## src/rtl/tlc_pkg.sv

```systemverilog
`timescale 1ns/1ps
package tlc_pkg;

  typedef logic [1:0] phase_t;

  // Phase codes: bit order is (first bit, second bit); the set/clear terms depend on it.
  localparam phase_t PH_MAIN_GO   = 2'b00;
  localparam phase_t PH_MAIN_AMB  = 2'b01;
  localparam phase_t PH_SIDE_GO   = 2'b11;
  localparam phase_t PH_SIDE_AMB  = 2'b10;

  localparam int LAMP_W = 3;
  typedef logic [LAMP_W-1:0] lamp_t;

  localparam lamp_t LAMP_GREEN  = 3'b001;
  localparam lamp_t LAMP_ORANGE = 3'b010;
  localparam lamp_t LAMP_RED    = 3'b100;

  localparam int N_ROADS = 2;

  // road 0 is the main road, road 1 the side street
  function automatic lamp_t lamp_of(input phase_t ph, input logic road);
    lamp_t l;
    unique case (ph)
      PH_MAIN_GO:  l = road ? LAMP_RED    : LAMP_GREEN;
      PH_MAIN_AMB: l = road ? LAMP_RED    : LAMP_ORANGE;
      PH_SIDE_GO:  l = road ? LAMP_GREEN  : LAMP_RED;
      default:     l = road ? LAMP_ORANGE : LAMP_RED;
    endcase
    return l;
  endfunction

endpackage

```

## src/rtl/tlc_interval_timer.sv

```systemverilog
`timescale 1ns/1ps
module tlc_interval_timer #(
  parameter int SHORT_CYCLES = 3,
  parameter int LONG_CYCLES  = 8
) (
  input  logic clk,
  input  logic rst,
  input  logic restart,
  output logic short_done,
  output logic long_done
);
  localparam int CW = $clog2(LONG_CYCLES + 1);
  localparam logic [CW-1:0] SHORT_LIM = CW'(SHORT_CYCLES);
  localparam logic [CW-1:0] LONG_LIM  = CW'(LONG_CYCLES);

  logic [CW-1:0] count_q;

  // saturating count of cycles since the last phase change
  always_ff @(posedge clk) begin
    if (rst || restart)
      count_q <= '0;
    else if (count_q != LONG_LIM)
      count_q <= count_q + 1'b1;
  end

  assign short_done = (count_q >= SHORT_LIM);
  assign long_done  = (count_q >= LONG_LIM);

  AST_LONG_NEEDS_SHORT: assert property (@(posedge clk) disable iff (rst)
    long_done |-> short_done);
  AST_FLAG_PERSISTS: assert property (@(posedge clk) disable iff (rst)
    (short_done && !restart) |=> short_done);
  AST_RESTART_CLEARS: assert property (@(posedge clk) disable iff (rst)
    restart |=> (!short_done && !long_done));

endmodule

```

## src/rtl/tlc_phase_logic.sv

```systemverilog
`timescale 1ns/1ps
module tlc_phase_logic
  import tlc_pkg::*;
(
  input  logic   clk,
  input  logic   rst,
  input  logic   side_vehicle,
  input  logic   short_done,
  input  logic   long_done,
  output phase_t phase_next,
  output logic   phase_move
);
  phase_t phase_q;
  logic   b1, b2;
  logic   set_b1, clr_b1, set_b2, clr_b2;

  assign b1 = phase_q[1];
  assign b2 = phase_q[0];

  // per-bit set / clear terms
  assign set_b1 = !b1 &&  b2 && short_done;
  assign clr_b1 =  b1 && !b2 && short_done;
  assign set_b2 = !b1 && !b2 && side_vehicle && long_done;
  assign clr_b2 =  b1 &&  b2 && (!side_vehicle || long_done);

  always_comb begin
    phase_next[1] = set_b1 ? 1'b1 : (clr_b1 ? 1'b0 : b1);
    phase_next[0] = set_b2 ? 1'b1 : (clr_b2 ? 1'b0 : b2);
    if (rst) phase_next = PH_MAIN_GO;
  end

  assign phase_move = (phase_next != phase_q);

  always_ff @(posedge clk) begin
    phase_q <= phase_next;
  end

  AST_MAIN_GO_WAITS: assert property (@(posedge clk) disable iff (rst)
    (phase_q == PH_MAIN_GO && !(side_vehicle && long_done)) |=> phase_q == PH_MAIN_GO);
  AST_MAIN_GO_LEAVES: assert property (@(posedge clk) disable iff (rst)
    (phase_q == PH_MAIN_GO && side_vehicle && long_done) |=> phase_q == PH_MAIN_AMB);
  AST_MAIN_AMB_STEP: assert property (@(posedge clk) disable iff (rst)
    (phase_q == PH_MAIN_AMB) |=> (phase_q == PH_MAIN_AMB || phase_q == PH_SIDE_GO));
  AST_SIDE_GO_HOLDS: assert property (@(posedge clk) disable iff (rst)
    (phase_q == PH_SIDE_GO && side_vehicle && !long_done) |=> phase_q == PH_SIDE_GO);
  AST_SIDE_GO_ENDS: assert property (@(posedge clk) disable iff (rst)
    (phase_q == PH_SIDE_GO && (!side_vehicle || long_done)) |=> phase_q == PH_SIDE_AMB);
  AST_SIDE_AMB_STEP: assert property (@(posedge clk) disable iff (rst)
    (phase_q == PH_SIDE_AMB) |=> (phase_q == PH_SIDE_AMB || phase_q == PH_MAIN_GO));
  AST_AMBER_NO_SENSOR: assert property (@(posedge clk) disable iff (rst)
    ((phase_q == PH_MAIN_AMB || phase_q == PH_SIDE_AMB) && !short_done) |=> $stable(phase_q));

endmodule

```

## src/rtl/tlc_lamp_decode.sv

```systemverilog
`timescale 1ns/1ps
module tlc_lamp_decode
  import tlc_pkg::*;
(
  input  logic   clk,
  input  logic   rst,
  input  phase_t phase_next,
  output lamp_t  main_lamp,
  output lamp_t  side_lamp
);
  lamp_t lamp_q [N_ROADS];

  for (genvar r = 0; r < N_ROADS; r++) begin : g_road
    always_ff @(posedge clk) begin
      if (rst) lamp_q[r] <= lamp_of(PH_MAIN_GO, 1'(r));
      else     lamp_q[r] <= lamp_of(phase_next, 1'(r));
    end
  end

  assign main_lamp = lamp_q[0];
  assign side_lamp = lamp_q[1];

  AST_MAIN_ONE_LAMP: assert property (@(posedge clk) disable iff (rst)
    $countones(main_lamp) == 1);
  AST_SIDE_ONE_LAMP: assert property (@(posedge clk) disable iff (rst)
    $countones(side_lamp) == 1);
  AST_NO_SHARED_RIGHT: assert property (@(posedge clk) disable iff (rst)
    !((main_lamp[0] || main_lamp[1]) && (side_lamp[0] || side_lamp[1])));

endmodule

```

## src/rtl/sidestreet_light_ctrl.sv

```systemverilog
`timescale 1ns/1ps
module sidestreet_light_ctrl #(
  parameter int SHORT_CYCLES = 3,
  parameter int LONG_CYCLES  = 8
) (
  input  logic       clk,
  input  logic       rst,
  input  logic       side_vehicle,
  output logic [2:0] main_lamp,
  output logic [2:0] side_lamp
);
  import tlc_pkg::*;

  logic   short_done, long_done, phase_move;
  phase_t phase_next;

  tlc_interval_timer #(
    .SHORT_CYCLES(SHORT_CYCLES),
    .LONG_CYCLES (LONG_CYCLES)
  ) u_timer (
    .clk       (clk),
    .rst       (rst),
    .restart   (phase_move),
    .short_done(short_done),
    .long_done (long_done)
  );

  tlc_phase_logic u_phase (
    .clk         (clk),
    .rst         (rst),
    .side_vehicle(side_vehicle),
    .short_done  (short_done),
    .long_done   (long_done),
    .phase_next  (phase_next),
    .phase_move  (phase_move)
  );

  tlc_lamp_decode u_lamps (
    .clk       (clk),
    .rst       (rst),
    .phase_next(phase_next),
    .main_lamp (main_lamp),
    .side_lamp (side_lamp)
  );

endmodule

```

## config.mk

```make
export PLATFORM = sky130hd
export DESIGN_NAME = sidestreet_light_ctrl
export DESIGN_NICKNAME = d
export VERILOG_FILES = /design/src/rtl/tlc_pkg.sv /design/src/rtl/tlc_interval_timer.sv /design/src/rtl/tlc_phase_logic.sv /design/src/rtl/tlc_lamp_decode.sv /design/src/rtl/sidestreet_light_ctrl.sv
export SDC_FILE = /design/constraint.sdc
export NUM_CORES = 1
export LEC_CHECK = 0
export BUFFER_PORTS_ARGS = -buffer_cell sky130_fd_sc_hd__clkbuf_2
export CAP_MARGIN = 5
export CORE_AREA = 2 2 39 41
export CTS_BUF_LIST = sky130_fd_sc_hd__clkbuf_16
export CTS_CLUSTER_DIAMETER = 100
export DETAILED_ROUTE_END_ITERATION = 12
export DIE_AREA = 0 0 41 43
export GPL_ROUTABILITY_DRIVEN = 0
export PLACE_DENSITY = 0.59
export SLEW_MARGIN = 40
export SYNTH_ARGS = -nofsm -noshare
export SYNTH_HDL_FRONTEND = slang
export SYNTH_SLANG_ARGS = --single-unit
```

## constraint.sdc

```tcl
create_clock -name clk -period 3.4 [get_ports clk]
set_input_delay 0.85 -clock clk [delete_from_list [all_inputs] [get_ports clk]]
set_output_delay 0.85 -clock clk [all_outputs]
set_load 0.01 [all_outputs]
```

-- Word-level counts from Yosys, hierarchy flattened
Memory sizes are Yosys's and may differ from the RTL's.
Cells that the tools add are included.
Widths: inputs -> output; s select.
- reduce and logical (&&, ||, !) cells: 16
- bitwise gates (word level): 2
- equal/unequal tests: 4
- multiplexer cells: 14
- magnitude comparators: 2
- add/subtract/negate cells: 1
- operators with widths (cell ; count):
    $mux 3 ; 4
    $pmux 3 s2 ; 2
    $logic_and 1x1->1 ; 9
    $mux 1 ; 7
    $add 4x1->4 const B ; 1
    $ge 4x2->1 const B ; 1
    $ge 4x4->1 const B ; 1
    $ne 4x4->1 const B ; 1
    $logic_not 1->1 ; 3
    $eq 2x1->1 const B ; 1
    $eq 2x2->1 const B ; 1
    $logic_not 2->1 ; 1
    $logic_or 1x1->1 ; 2
    $mux 2 ; 1
    $ne 2x2->1 ; 1
    $or 1x1->1 ; 2
    $reduce_or 2->1 ; 1
- output and inout bits: 6
- memories: 1
- input bits: 3
- register bits: 6
- RAM bits: 6
- memory list (name ; words ; bits a word ; rd ports ; clocked after memory_dff ; write ports ; RTL line ; source):
    u_lamps.lamp_q ; 2 ; 3 ; 2 ; 0 ; 2 ; tlc_lamp_decode.sv:11 ; lamp_t lamp_q [N_ROADS];

-- Depth between registers and ports, before layout
Gate-level depths: netlist (run 1).
- word-level depth: 11
- mapped depth: 5
- mapped depth without buffers: 5

-- Modules after synthesis
From an unflattened synthesis (run 1), not the netlist that was laid out.
- cell total of the unflattened synthesis: 51
- area total of the unflattened synthesis: 505.5 sq um
- by module, submodules not included (module ; cells each ; times used ; area each (sq um) ; seq. area each (sq um)):
    tlc_interval_timer ; 22 ; 1 ; 215.2 ; 80.1
    tlc_lamp_decode ; 12 ; 1 ; 168.9 ; 120.1
    tlc_phase_logic ; 17 ; 1 ; 121.4 ; 40.0

-- Worst setup path before layout (run 1)
OpenSTA, ideal clock, no wires.
- path type: input port to flip-flop
- start point: in side_vehicle
- end point: reg u_timer.count_q[0]
- data arrival time: 1.683 ns
- path buffers: 0
- setup slack: 1.582 ns
- stages: 3
- data required time: 3.265 ns
- cells stage by stage: or3b_2 > a21boi_0 > nor3_1
- word-level cells in the longest chain between the ends: 8
- RTL lines (item ; RTL line ; source):
    start: declaration ; sidestreet_light_ctrl.sv:8 ; input logic side_vehicle,
    $logic_not 1->1 ; tlc_phase_logic.sv:24 ; assign clr_b2 = b1 && b2 && (!side_vehicle || long_done);
    $logic_or 1x1->1 ; tlc_phase_logic.sv:24 ;
    $logic_and 1x1->1 ; tlc_phase_logic.sv:24 ;
    $mux 1 ; tlc_phase_logic.sv:28 ; phase_next[0] = set_b2 ? 1'b1 : (clr_b2 ? 1'b0 : b2);
    $mux 1 (*) ; tlc_phase_logic.sv:28 ;
    $mux 2 (*) ; tlc_phase_logic.sv:29 ; if (rst) phase_next = PH_MAIN_GO;
    $ne 2x2->1 (*) ; tlc_phase_logic.sv:32 ; assign phase_move = (phase_next != phase_q);
    $logic_or 1x1->1 (*) ; tlc_interval_timer.sv:20 ; if (rst || restart)
    end signal: assignment ; tlc_interval_timer.sv:23 ; count_q <= count_q + 1'b1;
    end: declaration ; tlc_interval_timer.sv:16 ; logic [CW-1:0] count_q;
Every way passes the cells marked *; elsewhere a longest branch is shown, timed or not.
A chain may end at the register's enable or synchronous reset.

-- Worst setup path after layout (run 1)
- start point: in side_vehicle
- end point: reg u_timer.count_q[1]
The elaborated chain is that of the path after synthesis.

==> impl_results.md, run 1 <==
* Worst path arrival time at 1.88 ns
* Layout cell share with drive strength beyond 1 at 25.8%
* Post-synthesis sequential area ratio at 46.6%
* Final min period at 1.78 ns
* CP max FO at 4
* Hold depth at 2
* EDFF count, synth at 0
* Syn nets at 56
* Max Transition Viols Final at 0
* FF-to-FF End: u_lamps.lamp_q[0][0]
* Slowest CP cell: or3b_2
* Most common cell after layout, fill and taps aside: dfxtp_1
* Peak VDD IR at 419 uV
* Reg2reg path depth at 4
* H-tree depth at 1
* Min-delay src: u_timer.count_q[0]
* Worst Hold End: u_timer.count_q[0]
* DP Worst Slack at 1.37 ns
* Worst Hold Class: flip-flop to flip-flop
* Worst Skew at 0.00230 ns
* Synth Flop Type: dfxtp_1
* Status: finished, final reports clean
* Setup ws final at 1.62 ns
* Dpl hpwl at 614 microns
* Vias in the first global route at 330
* Layout area overhead at 24.8%
* Post-CTS Resized at 0
* Die Ht at 43 microns
* Wl on met1 at 381 microns
* Clock-pin slew of the registers on the worst-case setup and hold paths at 0.04 ns
* Syn Area/Cell at 10.1 sq um
* Post-Syn Instances at 51
* TritonCTS Buffers at 3
* Seq. cell area at 240 sq um
* Crit share post-route at 52.3%
* Footprint of the multi-input gates at 245 sq um
* Achievable Freq at 562 MHz
* Largest net degree at the start of global routing at 9
* Ant. Diodes at 0
* Top Ports at 9
* Worst rel slew slack at 64.0%
* Metal3 WL at 59 microns
* Post-CTS setup buffer count at 0
* Filler instances at 129
* Ys async rst share at 0%
* Die ar. at 0.00176 sq mm
* Commonest non-fill, non-tap cells in the layout: 12 x dfxtp_1, 8 x clkbuf_2, 5 x inv_1, 5 x nor3_1
* Nets at 68
* Slack of the worst reg-to-reg path at 1.82 ns
* Highest Signal Layer: met4
* Post-route DRC at 0
* Root Driver: clkbuf_16
* Setup violations, final at 0
* CP Capture Type: flip-flop
* P per Cell Area at 591 mW/mm^2
* Clock Path Buffers at 2
* Synth warn at 0
* Worst Setup Start Kind: input port
* Drt pass-1 iters at 2
* CTS tree: done
* Fin. Hold Viols at 0
* Worst r2r src: u_timer.count_q[0]
* Rows at 14
* Utilization after layout at 46.5%
* Antenna viol nets, final at 0
* Flip-flop and latch count after synthesis at 12
* Unique masters post-synth at 24
* Total track usage at 12.4%
* Core area at 0.00138 sq mm
* Dpl cells at 74
* Initial Util at 37.3%
* Vias at 388
* Leak at 0.277 nW
* Metal2 WL at 390 microns
* DR vias/cell at 4.97
* Die width at 41 microns
* DR WL/cell at 11.0 microns
* Max-Cap Viols at 0
* CP required at 3.50 ns
* Post-CTS Hold Buffers at 0
* Setup TNS at 0 ns
* WS Path Type: input port to flip-flop
* Final Non-Filler Cells at 78
* Drt total wl at 856 microns
* Crit-path cells: clkbuf_2 > or3b_2 > a21boi_0 > nor3_1
* Clock Latency Late Sink at 0.24 ns
* Unrepaired setup endpoints after global routing: false
* Initial antenna violation count at 0
* # port buffers at 8
* Iteration-0 DRC Markers at 3
* Worst-Margin Slew at 0.534 ns
* Clk sinks at 12
* CP peak stage delay at 0.43 ns
* First-pass GRT wire length at 1.36 mm
* Total grt overflow at 0
* Post-Syn Area at 515 sq um
==> how the worst max path moves through the flow <==
stage / start / endpoint / slack [ns] / cells past startpoint
6_report: side_vehicle / u_timer.count_q[1] / 1.62 / 4
3_3_place_gp: side_vehicle / u_timer.count_q[0] / 1.38 / 4
5_1_grt: side_vehicle / u_timer.count_q[1] / 1.52 / 4
3_5_place_dp: side_vehicle / u_timer.count_q[0] / 1.37 / 4
4_1_cts: side_vehicle / u_timer.count_q[1] / 1.63 / 4
2_1_floorplan: side_vehicle / u_timer.count_q[0] / 1.58 / 3
==> area by class of cell <==
cell class / instances / area share (%)
repair buffers: 8 / 6.23
multi-input cells: 33 / 38.1
well taps: 16 / 3.11
inverters: 5 / 2.92
flip-flops and latches: 12 / 37.4
clock inverters: 1 / 0.584
clock buffers: 3 / 11.7
==> Yosys cell counts (2+ instances only) <==
| cell | n | area, sq um |
|---|---|---|
| nand3_1 | 2 | 10.0 |
| ha_1 | 2 | 25.0 |
| nor3_1 | 5 | 25.0 |
| a21oi_1 | 3 | 15.0 |
| nand2_1 | 3 | 11.3 |
| inv_1 | 5 | 18.8 |
| xnor2_1 | 2 | 17.5 |
| xor2_1 | 2 | 17.5 |
| dfxtp_1 | 12 | 240 |
==> critical path: cells and delay by family <==
kind	cells	cell delay, ns
AOI/OAI and AO/OA	1	0.39
buffers and inverters	1	0.10
and+or+nand+nor	2	0.54
==> logic make-up after synthesis <==
family          synth area share (%)
simple gates                    19.9
flops                           46.6
compound gates                  14.1
xor+xnor                        6.80
buf+inv                         5.83
mux                             1.94
fa+ha+maj                       4.85
==> power by group <==
group	leakage [nW]	switching, W	internal, W
sequential	0.0974	0.00000421	0.000145
clock	0.0385	0.0000599	0.000155
combinational	0.141	0.00000869	0.00000818
total	0.277	0.0000728	0.000308
==> per-layer routing <==
metal,vias up,track usage (%)
li1,201,-
met1,172,13.3
met2,11,17.2
met3,4,7.85
met4,0,8.00
met5,-,0
==> per-stage QoR <==
stage	hold WS, ns	cell area, sq um	power [W]
after floorplan	0.526	515	0.000163
after global placement	0.588	564	0.000168
after detailed placement	0.596	564	0.000169
after CTS	0.605	643	0.000387
after global routing	0.619	643	0.000397
final	0.596	643	0.000380
==> registers in the layout (all words and copies together) (netlist names) <==
| name | count |
|---|---|
| u_lamps.lamp_q | 6 |
| u_phase.phase_q | 2 |
| u_timer.count_q | 4 |
Note: power is estimated with default switching activity, not from simulation.
==> run 2, diff against run 1 <==
==> constraint.sdc (replaced) <==
create_clock -name clk -period 1.8 [get_ports clk]
set_input_delay 0.45 -clock clk [delete_from_list [all_inputs] [get_ports clk]]
set_output_delay 0.45 -clock clk [all_outputs]
set_load 0.01 [all_outputs]
==> run 2 against run 1 <==
Effect of this change:
- count of clock-buffer cells in the layout is the same
- global-route usage shrank 0.20 points
- worst hold slack got worse by 0.13 ns
- via count increased by 2.6%
- design area increased by 1.2%
- sequential power up 89%
- sequential share of layout area down 0.43 points
- largest cell class unchanged
==> impl_results.md, run 2 (synthesis gave the netlist of run 1 again) <==
* Layout cell share with drive strength beyond 1 at 27.0%
* Buffers and inverters on the worst path at 0
* Tightest hold margin at 0.463 ns
* Max reg flops at 6
* Nets at 69
* TritonCTS Buffers at 3
* Layout area overhead at 26.2%
* Drt total wl at 833 microns
* Post-CTS Resized at 0
* Initial antenna violation count at 0
* Most common cell after layout, fill and taps aside: dfxtp_1
* Initial Util at 37.3%
* Dpl hpwl at 631 microns
* Crit share post-route at 88.3%
* Unrepaired setup endpoints after global routing: false
* Total grt overflow at 0
* Seq. cell area at 240 sq um
* Antenna viol nets, final at 0
* Die Ht at 43 microns
* Clock-pin slew of the registers on the worst-case setup and hold paths at 0.04 ns
* DR vias/cell at 5.04
* Largest Register: u_lamps.lamp_q
* Achievable Freq at 629 MHz
* First-pass GRT wire length at 1.44 mm
* Footprint of the multi-input gates at 245 sq um
* Status: finished, final reports clean
* Clk sinks at 12
* Crit-path cells: ha_1 > or4b_4 > and2_4 > a31o_1
* CP peak stage delay at 0.51 ns
* Fin. Hold Viols at 0
* Iteration-0 DRC Markers at 4
* Commonest non-fill, non-tap cells in the layout: 12 x dfxtp_1, 8 x clkbuf_2, 5 x inv_1, 5 x nor3_1
* Post-CTS Hold Buffers at 0
* Post-route DRC at 0
* DR WL/cell at 10.5 microns
* Clock Latency Late Sink at 0.24 ns
* Biggest regs: u_lamps.lamp_q (6), u_timer.count_q (4), u_phase.phase_q (2)
* Worst path arrival time at 1.72 ns
* Setup TNS at 0 ns
* Core area at 0.00138 sq mm
* Rows at 14
* Total track usage at 12.2%
* # port buffers at 8
* Drt pass-1 iters at 4
* Slowest CP cell: or4b_4
* Top Ports at 9
* Final min period at 1.59 ns
* Die width at 41 microns
* H-tree depth at 1
* CP Capture Type: flip-flop
* P per Cell Area at 1100 mW/mm^2
* Worst Hold Class: input port to flip-flop
* Max Transition Viols Final at 0
* Setup violations, final at 0
* Top delay family on crit path: simple AND/OR/NAND/NOR gates
* Clock Path Buffers at 2
* Ant. Diodes at 0
* Largest net degree at the start of global routing at 9
* Leak at 0.281 nW
* Worst Skew at 0.00195 ns
* Vias at 398
* Root Driver: clkbuf_16
* Vias in the first global route at 363
* WS Path Type: flip-flop to flip-flop
* Post-CTS setup buffer count at 0
* Worst Setup Start Kind: flip-flop
* Die ar. at 0.00176 sq mm
* Peak VDD IR at 470 uV
* CP max FO at 4
* Worst-Margin Slew at 0.453 ns
* CP required at 1.93 ns
* Filler instances at 135
* CTS tree: done
* Worst rel slew slack at 69.5%
* DP Worst Slack at 0.141 ns
* Max-Cap Viols at 0
* Setup ws final at 0.211 ns
[run 2: cell types whose count changed in the layout (fill, tap and decap cells not counted)]
cell / delta
buf_4: +1
[run 2: power by group]
group          internal, W  switching [W]  total [W]
sequential        0.000274     0.00000795   0.000281
combinational    0.0000157      0.0000164  0.0000321
clock             0.000292       0.000109   0.000401
[run 2: path summary, 6_finish.rpt]
path / endpoint / start / slack (ns) / cells after the start
worst max register to register: u_lamps.lamp_q[0][0] / u_timer.count_q[0] / 0.21 / 4
worst min register to register: u_timer.count_q[1] / u_timer.count_q[1] / 0.58 / 2
worst max-delay path: u_lamps.lamp_q[0][0] / u_timer.count_q[0] / 0.21 / 4
worst min-delay path: u_lamps.lamp_q[1][0] / rst / 0.46 / 2
[run 2: worst reg2reg max path, delay by kind of cell (launching register included)]
| family | cells | cell delay (ns) |
|---|---|---|
| AOI/OAI and AO/OA | 1 | 0.21 |
| adders and majority gates | 1 | 0.26 |
| DFF | 1 | 0.34 |
| and+or+nand+nor | 2 | 0.67 |
[run 2: layer usage]
metal  global-route usage (%)  wire [microns]  vias up
met4                     4.00               0        0
li1                         -               -      205
met1                     13.3             380      182
met5                        0               0        -
met3                     6.28              51        0
met2                     19.4             401       11
[run 2: layout make-up]
cell class,instances,share of cell area [%]
clock buffer,3,11.5
clock inverter,1,0.577
inverter,5,2.88
multi-input combinational,33,37.7
sequential,12,36.9
tap,16,3.08
timing repair buffer,9,7.31
[run 2: through the flow]
step / util, % / instances / instance area (sq um) / total power [W]
after CTS: 47.0 / 79 / 651 / 0.000727
after detailed placement: 41.3 / 75 / 572 / 0.000319
after floorplan: - / 51 / 515 / 0.000308
final: 47.0 / 79 / 651 / 0.000714
after global placement: 41.3 / 75 / 572 / 0.000318
after global routing: 47.0 / 79 / 651 / 0.000745
==> run 3, diff against run 2 <==
--- a/config.mk
+++ b/config.mk
@@ -13,6 +13,7 @@
 export DETAILED_ROUTE_END_ITERATION = 12
 export DIE_AREA = 0 0 41 43
 export GPL_ROUTABILITY_DRIVEN = 0
+export GPL_TIMING_DRIVEN = 0
 export PLACE_DENSITY = 0.59
 export SLEW_MARGIN = 40
 export SYNTH_ARGS = -nofsm -noshare
==> run 3 against run 2 <==
Effect of this change:
- wire length down 6.6%
- count of clock-buffer cells in the layout stayed put
- die area unchanged
- clock skew decreased by 0.00091 ns
- worst setup slack better by 0.0062 ns
- core utilization stayed put
- design area unchanged
==> impl_results.md, run 3 (synthesis gave the netlist of run 1 again) <==
* Reg2reg path depth at 4
* Top delay family on crit path: simple AND/OR/NAND/NOR gates
* FF-to-FF End: u_lamps.lamp_q[0][0]
* Dpl hpwl at 567 microns
* Clk sinks at 12
* Vias at 376
* Clock Path Buffers at 2
* Worst r2r src: u_timer.count_q[0]
* Slack of the worst reg-to-reg path at 0.22 ns
* Max reg flops at 6
* Fin. Hold Viols at 0
* Top Ports at 9
* Worst-Margin Slew at 0.506 ns
* Worst Hold Class: input port to flip-flop
* Worst Skew at 0.00104 ns
* Largest Register: u_lamps.lamp_q
* Root Driver: clkbuf_16
* CTS tree: done
* First-pass GRT wire length at 1.36 mm
* Sw Ratio at 17.4%
* Nets at 69
* Vias in the first global route at 323
* Slowest CP cell: or4b_4
* Biggest regs: u_lamps.lamp_q (6), u_timer.count_q (4), u_phase.phase_q (2)
* Unrepaired setup endpoints after global routing: false
* Post-CTS Hold Buffers at 0
* Initial Util at 37.3%
* TritonCTS Buffers at 3
* Utilization after layout at 47.0%
* Drt pass-1 iters at 4
* Die Ht at 43 microns
* Share of power burned in registers at 40.2%
* Dpl cells at 75
* Combinational share of power at 4.5%
* Min-delay src: rst
* Filler instances at 139
* Setup violations, final at 0
* Setup TNS at 0 ns
* Worst path arrival time at 1.71 ns
* Buffers and inverters on the worst path at 0
* CP Capture Type: flip-flop
* Clock Latency Late Sink at 0.23 ns
* Final min period at 1.58 ns
* DR vias/cell at 4.82
* Die width at 41 microns
* CP max FO at 4
* Hold depth at 2
* Sw Pwr at 0.000122 W
* Max-Cap Viols at 0
* Most common cell after layout, fill and taps aside: dfxtp_1
* Total grt overflow at 0
* Worst Setup Start Kind: flip-flop
* Setup ws final at 0.217 ns
* Commonest non-fill, non-tap cells in the layout: 12 x dfxtp_1, 8 x clkbuf_2, 5 x inv_1, 5 x nor3_1
* Worst Hold End: u_lamps.lamp_q[1][0]
* CP required at 1.92 ns
* Clk pwr share at 55.3%
* Antenna viol nets, final at 0
* H-tree depth at 1
* Total track usage at 11.5%
* Rows at 14
* Crit share post-route at 87.9%
* Die ar. at 0.00176 sq mm
* CP peak stage delay at 0.52 ns
* Worst rel slew slack at 65.9%
* Status: finished, final reports clean
* Post-CTS setup buffer count at 0
* Initial antenna violation count at 0
* Leak at 0.281 nW
* Crit-path cells: ha_1 > or4b_4 > and2_4 > a31o_1
* Iteration-0 DRC Markers at 3
* Post-route DRC at 0
* DR WL/cell at 9.97 microns
* P per Cell Area at 1070 mW/mm^2
* Achievable Freq at 632 MHz
* Largest net degree at the start of global routing at 9
* Post-CTS Resized at 0
* Clock-pin slew of the registers on the worst-case setup and hold paths at 0.04 ns
* Peak VDD IR at 473 uV
* Layout area overhead at 26.2%
* Ant. Diodes at 0
* WS Path Type: flip-flop to flip-flop
* Layout cell share with drive strength beyond 1 at 27.4%
* # port buffers at 8
* Core area at 0.00138 sq mm
* Drt total wl at 778 microns
* Final Non-Filler Cells at 78
* Internal power at 0.000577 W
* DP Worst Slack at 0.111 ns
* Max Transition Viols Final at 0
## run 3: power by group through the flow
stage | Sequential [W] | Clock (W) | Combinational, W
4_1_cts | 0.000281 | 0.000401 | 0.0000323
5_1_grt | 0.000282 | 0.000416 | 0.0000369
3_3_place_gp | 0.000286 | 0 | 0.0000314
2_1_floorplan | 0.000284 | 0 | 0.0000234
6_report | 0.000281 | 0.000387 | 0.0000314
3_5_place_dp | 0.000286 | 0 | 0.0000319
## run 3: routing by layer
metal | wire, microns | global-route usage, %
met5 | 0 | 0
met4 | 0 | 6.00
met1 | 385 | 15.5
met3 | 41 | 4.71
met2 | 351 | 15.0
## run 3: through the flow
stage	hold WS [ns]	total power [W]	area, sq um
2_1_floorplan	0.515	0.000308	515
3_3_place_gp	0.560	0.000317	576
3_5_place_dp	0.568	0.000318	576
4_1_cts	0.473	0.000714	651
5_1_grt	0.481	0.000735	651
6_report	0.476	0.000699	651
## run 3: worst max path at each step
stage | from | cells after the start | end | slack (ns)
after floorplan | u_timer.count_q[0] | 4 | u_lamps.lamp_q[0][0] | 0.28
after global placement | side_vehicle | 4 | u_timer.count_q[1] | 0.11
after global routing | u_timer.count_q[0] | 4 | u_lamps.lamp_q[0][1] | 0.14
after detailed placement | side_vehicle | 4 | u_timer.count_q[3] | 0.11
after CTS | u_timer.count_q[0] | 4 | u_lamps.lamp_q[0][0] | 0.21
final | u_timer.count_q[0] | 4 | u_lamps.lamp_q[0][0] | 0.22
## run 3: cell type report
| cell class | instances | area [sq um] | share of cell area [%] |
|---|---|---|---|
| Clock buffer | 3 | 75.1 | 11.5 |
| Multi-Input combinational cell | 33 | 245 | 37.7 |
| Sequential cell | 12 | 240 | 36.9 |
| Inverter | 5 | 18.8 | 2.88 |
| Timing Repair Buffer | 8 | 40.0 | 6.15 |
| Buffer | 1 | 11.3 | 1.73 |
| Tap cell | 16 | 20.0 | 3.08 |
